<file path="src/rtl/usbd_irq_ctrl.sv">
module usbd_irq_ctrl #(
  parameter int NUM_EP    = 6,
  parameter int EP_LSB    = 16,
  parameter int SETUP_BIT = 31,
  parameter int DW        = 32
) (
  input  logic              clk,
  input  logic              rst_n,
  input  logic              wr_en,
  input  logic              wr_sel,
  input  logic [DW-1:0]     wr_data,
  input  logic              rd_sel,
  output logic [DW-1:0]     rd_data,
  input  logic              ev_bus,
  input  logic              ev_attach,
  input  logic              ev_wakeup,
  input  logic [NUM_EP-1:0] ev_ep,
  input  logic [NUM_EP-1:0] ev_in_nak,
  input  logic              ev_setup,
  output logic              irq
);
  localparam logic [DW-1:0] ONE      = {{(DW-1){1'b0}}, 1'b1};
  localparam logic [DW-1:0] EP_MASK  = ((ONE << NUM_EP) - ONE) << EP_LSB;
  localparam logic [DW-1:0] STS_MASK = EP_MASK | (ONE << SETUP_BIT) | ((ONE << 4) - ONE);
  localparam int            WAKE_GATE = 8;
  localparam int            NAK_GATE  = 15;
  localparam logic [DW-1:0] EN_MASK  = ((ONE << 4) - ONE) | (ONE << WAKE_GATE) | (ONE << NAK_GATE);

  logic [DW-1:0]     sts_q, en_q;
  logic [DW-1:0]     sts_set, sts_clr;
  logic [NUM_EP-1:0] ep_hit;
  logic              usb_pend;

  assign ep_hit = ev_ep | (ev_in_nak & {NUM_EP{en_q[NAK_GATE]}});

  always_comb begin
    sts_set = '0;
    sts_set[0] = ev_bus;
    sts_set[1] = (|ep_hit) | ev_setup;
    sts_set[2] = ev_attach;
    sts_set[3] = ev_wakeup & en_q[WAKE_GATE];
    sts_set[EP_LSB +: NUM_EP] = ep_hit;
    sts_set[SETUP_BIT] = ev_setup;
  end

  always_comb begin
    sts_clr = '0;
    if (wr_en && !wr_sel) begin
      sts_clr = wr_data & STS_MASK;
      if (wr_data[1]) sts_clr = sts_clr | EP_MASK;
    end
  end

  always_ff @(posedge clk) begin
    if (!rst_n) begin
      sts_q <= '0;
      en_q  <= '0;
    end else begin
      sts_q <= (sts_q & ~sts_clr) | sts_set;
      if (wr_en && wr_sel) en_q <= wr_data & EN_MASK;
    end
  end

  assign usb_pend = sts_q[1] | (|sts_q[EP_LSB +: NUM_EP]) | sts_q[SETUP_BIT];
  assign irq      = |(en_q[3:0] & {sts_q[3], sts_q[2], usb_pend, sts_q[0]});
  assign rd_data  = rd_sel ? en_q : sts_q;
endmodule

</file>
<file path="config.mk">
export PLATFORM = sky130hd
export DESIGN_NAME = usbd_irq_ctrl
export DESIGN_NICKNAME = d
export VERILOG_FILES = /design/src/rtl/usbd_irq_ctrl.sv
export SDC_FILE = /design/constraint.sdc
export NUM_CORES = 1
export LEC_CHECK = 0
export ABC_AREA = 1
export CAP_MARGIN = 25
export CORE_MARGIN = 4
export CORE_UTILIZATION = 34
export DETAILED_ROUTE_END_ITERATION = 6
export MAX_ROUTING_LAYER = met4
export PLACE_DENSITY = 0.93
export SETUP_SLACK_MARGIN = 0.4
export SLEW_MARGIN = 20
export SYNTH_ARGS = -nofsm -noshare
export SYNTH_HDL_FRONTEND = slang
export SYNTH_SLANG_ARGS = --single-unit
</file>
<file path="constraint.sdc">
create_clock -name clk -period 2.1 [get_ports clk]
set_input_delay 0.315 -clock clk [delete_from_list [all_inputs] [get_ports clk]]
set_output_delay 0.315 -clock clk [all_outputs]
set_load 0.05 [all_outputs]
</file>
==> results.cfg <==
[logic_synthesis]
synthCells = 151
synth_most_common_cell = nor2_1
synth_commonest_cells = nor2_1 (29), buf_4 (19), inv_1 (19), nand2_1 (19)
avgSynthCellArea_um2 = 6.53
netlist_top_cells_area = dfxtp_1 (35%), buf_4 (14%), nor2_1 (11%), o21ai_0 (8.6%), inv_1 (7.2%)
synth-seq-area-share_pct = 34.5
ys_warn_count = 0
syn-cell-area_um2 = 986
synth-edff-count = 0
synth-main-ff-cell = dfxtp_1
synth-seq-cells = 17
ys_async_sr_fraction_pct = 0
synth_top_area_share_pct = 34.5
yosysTopAreaCell = dfxtp_1
synth_cell_types = 15

[place]
finalWeightedCongestion = 0.802
place_hpwl_um = 2230
portBuffers = 47
place_ws_ns = 0.374

[power_and_ir_drop]
clkPwrFrac_pct = 19.3
p_leak_nw = 0.721
irDropWorstVdd_mv = 0.319
power_frac_seq_pct = 40.7
intPower_uw = 557
power_switching_uw = 329
power.share.switching_pct = 37.1
powerDensity_nw_per_um2 = 567
pwr-share-comb_pct = 40.0

[cells_and_area]
drive_gt1_share_pct = 12.1
area_delta_synth_final_pct = 58.2
fillers = 254
finalNetCount = 253
final_core_util_pct = 56.6
num_antenna_cells = 0

[critical_path]
reg2reg_depth = 4
cpLargestDelayFamily = flip-flops
cp.arrival_ns = 1.22
path_class = reg -> out
r2r_start = en_q[15]$_SDFFE_PN0P_
slowest_delay_ns = 0.33
crit_chain = inv_1 > nand4_1 > o21ai_1 > nand2_1 > buf_2
rrSetupSlack_ns = 1.10
start_kind = flop
path_buf_inv = 2
cp.depth = 5
r2r-end = sts_q[1]$_SDFF_PN0_
required_ns = 1.78
crit_path_max_fanout = 2
crit_path_top_delay_cell = dfxtp_1
endpoint_kind = output pin

[clock_network]
post_cts.repair.setup_buffers = 0
cts_buffers = 3
cts_tree = yes
clk_pin_slew_ns = 0.10
clock-sinks = 17
root_buffer = clkbuf_4
htreeDepth = 1
clockBufferDepth = 2
clkLatencyLatePin_ns = 0.29

[detailed_routing]
drc_errors = 0
wire_per_inst_um = 11.5
firstDrtPassIters = 4
num_vias = 1032
drt_wl_total_um = 2640
detail-route-antenna-nets = 0
vias_per_cell = 4.49
first_iter_violations = 33

[floorplan]
fp.dieW_um = 61.9
dieArea_um2 = 3830
die_h_um = 61.9
initial_core_util_pct = 35.8
coreArea_um2 = 2760
io_pins = 86
rows = 19

[timing]
hold_viol = 0
min_period_ns = 1.54
fin_skew_ns = 0.00497
rsz0062_at_grt = false
setup_viol = 0
slew_violations = 0
post-route-worst-setup-slack_ns = 0.564
fin_crit_sh_pct = 73.1
fmax_mhz = 651
tns_ns = 0

[min_path]
min_path_cells = 2
worstHoldStart = en_q[8]$_SDFFE_PN0P_
hold_end = sts_q[3]$_SDFF_PN0_
hold_class = reg -> reg

[run]
maxCapViolations = 0

[global_routing]
overflow = 0
track_usage_pct = 14.1
grt_pass1_wl_um = 3960
grt_pass1_vias = 952
grt_antenna_before_repair = 0
grt_max_degree = 12

[status]
status = completed
-- timing repair --
| item | 4_1_cts | 5_1_grt |
|---|---|---|
| setup endpoints to repair | 4 | 1 |
| resized for setup | 6 | 3 |
| hold buffers | 0 | 0 |
| pin swaps | 0 | 0 |
-- state kept, by name (all words and copies together) (netlist names) --
register and flops:
sts_q 11, en_q 6
-- per-layer routing --
layer / vias to the layer above / global-route usage (%) / routed length [µm]
met1: 451 / 16.2 / 984
met5: - / - / 0
met3: 2 / 2.27 / 221
met4: 0 / 6.67 / 20
met2: 44 / 23.9 / 1410
li1: 535 / - / -
-- power by group through the flow --
| stage | Combinational [mW] | Clock [mW] | Sequential, mW |
|---|---|---|---|
| after CTS | 0.356 | 0.176 | 0.360 |
| after detailed placement | 0.354 | 0 | 0.368 |
| after floorplan | 0.235 | 0 | 0.362 |
| final | 0.354 | 0.171 | 0.360 |
| after global routing | 0.376 | 0.193 | 0.364 |
| after global placement | 0.351 | 0 | 0.366 |
-- worst max-delay path by stage --
stage	start	endpoint
6_report	sts_q[1]$_SDFF_PN0_	irq
5_1_grt	sts_q[1]$_SDFF_PN0_	irq
4_1_cts	sts_q[1]$_SDFF_PN0_	irq
3_5_place_dp	sts_q[20]$_SDFF_PN0_	irq
3_3_place_gp	sts_q[20]$_SDFF_PN0_	irq
2_1_floorplan	rd_sel	rd_data[16]
-- stage by stage --
stage               total power [mW]  instances  cell area (µm²)  hold slack [ns]
global placement               0.717        226             1530            0.461
detailed placement             0.722        226             1530            0.467
global route                   0.933        230             1560            0.518
CTS                            0.892        230             1570            0.481
finish                         0.885        230             1560            0.479
floorplan                      0.596        169             1050            0.432
-- area by class of cell --
cell class / count / area, µm² / area share (%)
Sequential cell: 17 / 340 / 21.8
Timing Repair Buffer: 49 / 597 / 38.3
Multi-Input combinational cell: 109 / 483 / 31.0
Tap cell: 31 / 38.8 / 2.49
Clock buffer: 4 / 26.3 / 1.68
Inverter: 20 / 75.1 / 4.81
-- kinds of logic (layout without fill, tap and decap cells) --
group           Yosys count  count (layout)  share of synthesized area (%)
compound gates           32              32                           16.6
buf+inv                  43              73                           24.1
flops                    17              17                           34.5
mux                       1               1                           1.14
other cells               1              19                          0.380
simple gates             57              57                           23.2
-- tightest hold or removal path, stage by stage (launching register included) --
cell and delay (ns):
dfxtp_1 0.33, nand2_1 0.06, a21oi_1 0.05
-- layout by cell type (no fill, tap or decap), types with 2 or more instances in the layout --
master           Yosys  routed
clkdlybuf4s50_1      0      32
nor2_1              29      29
inv_1               19      19
nand2_1             19      19
conb_1               1      19
dfxtp_1             17      17
o21ai_0             17      13
a21oi_1             12      12
buf_12               0      12
nand3_1              6       6
a31oi_1              3       3
clkbuf_4             0       3
buf_4               19       3
o21ai_2              0       2
o21ai_1              0       2
nand4_1              2       2
No activity file was read; power rests on OpenSTA's default activity.
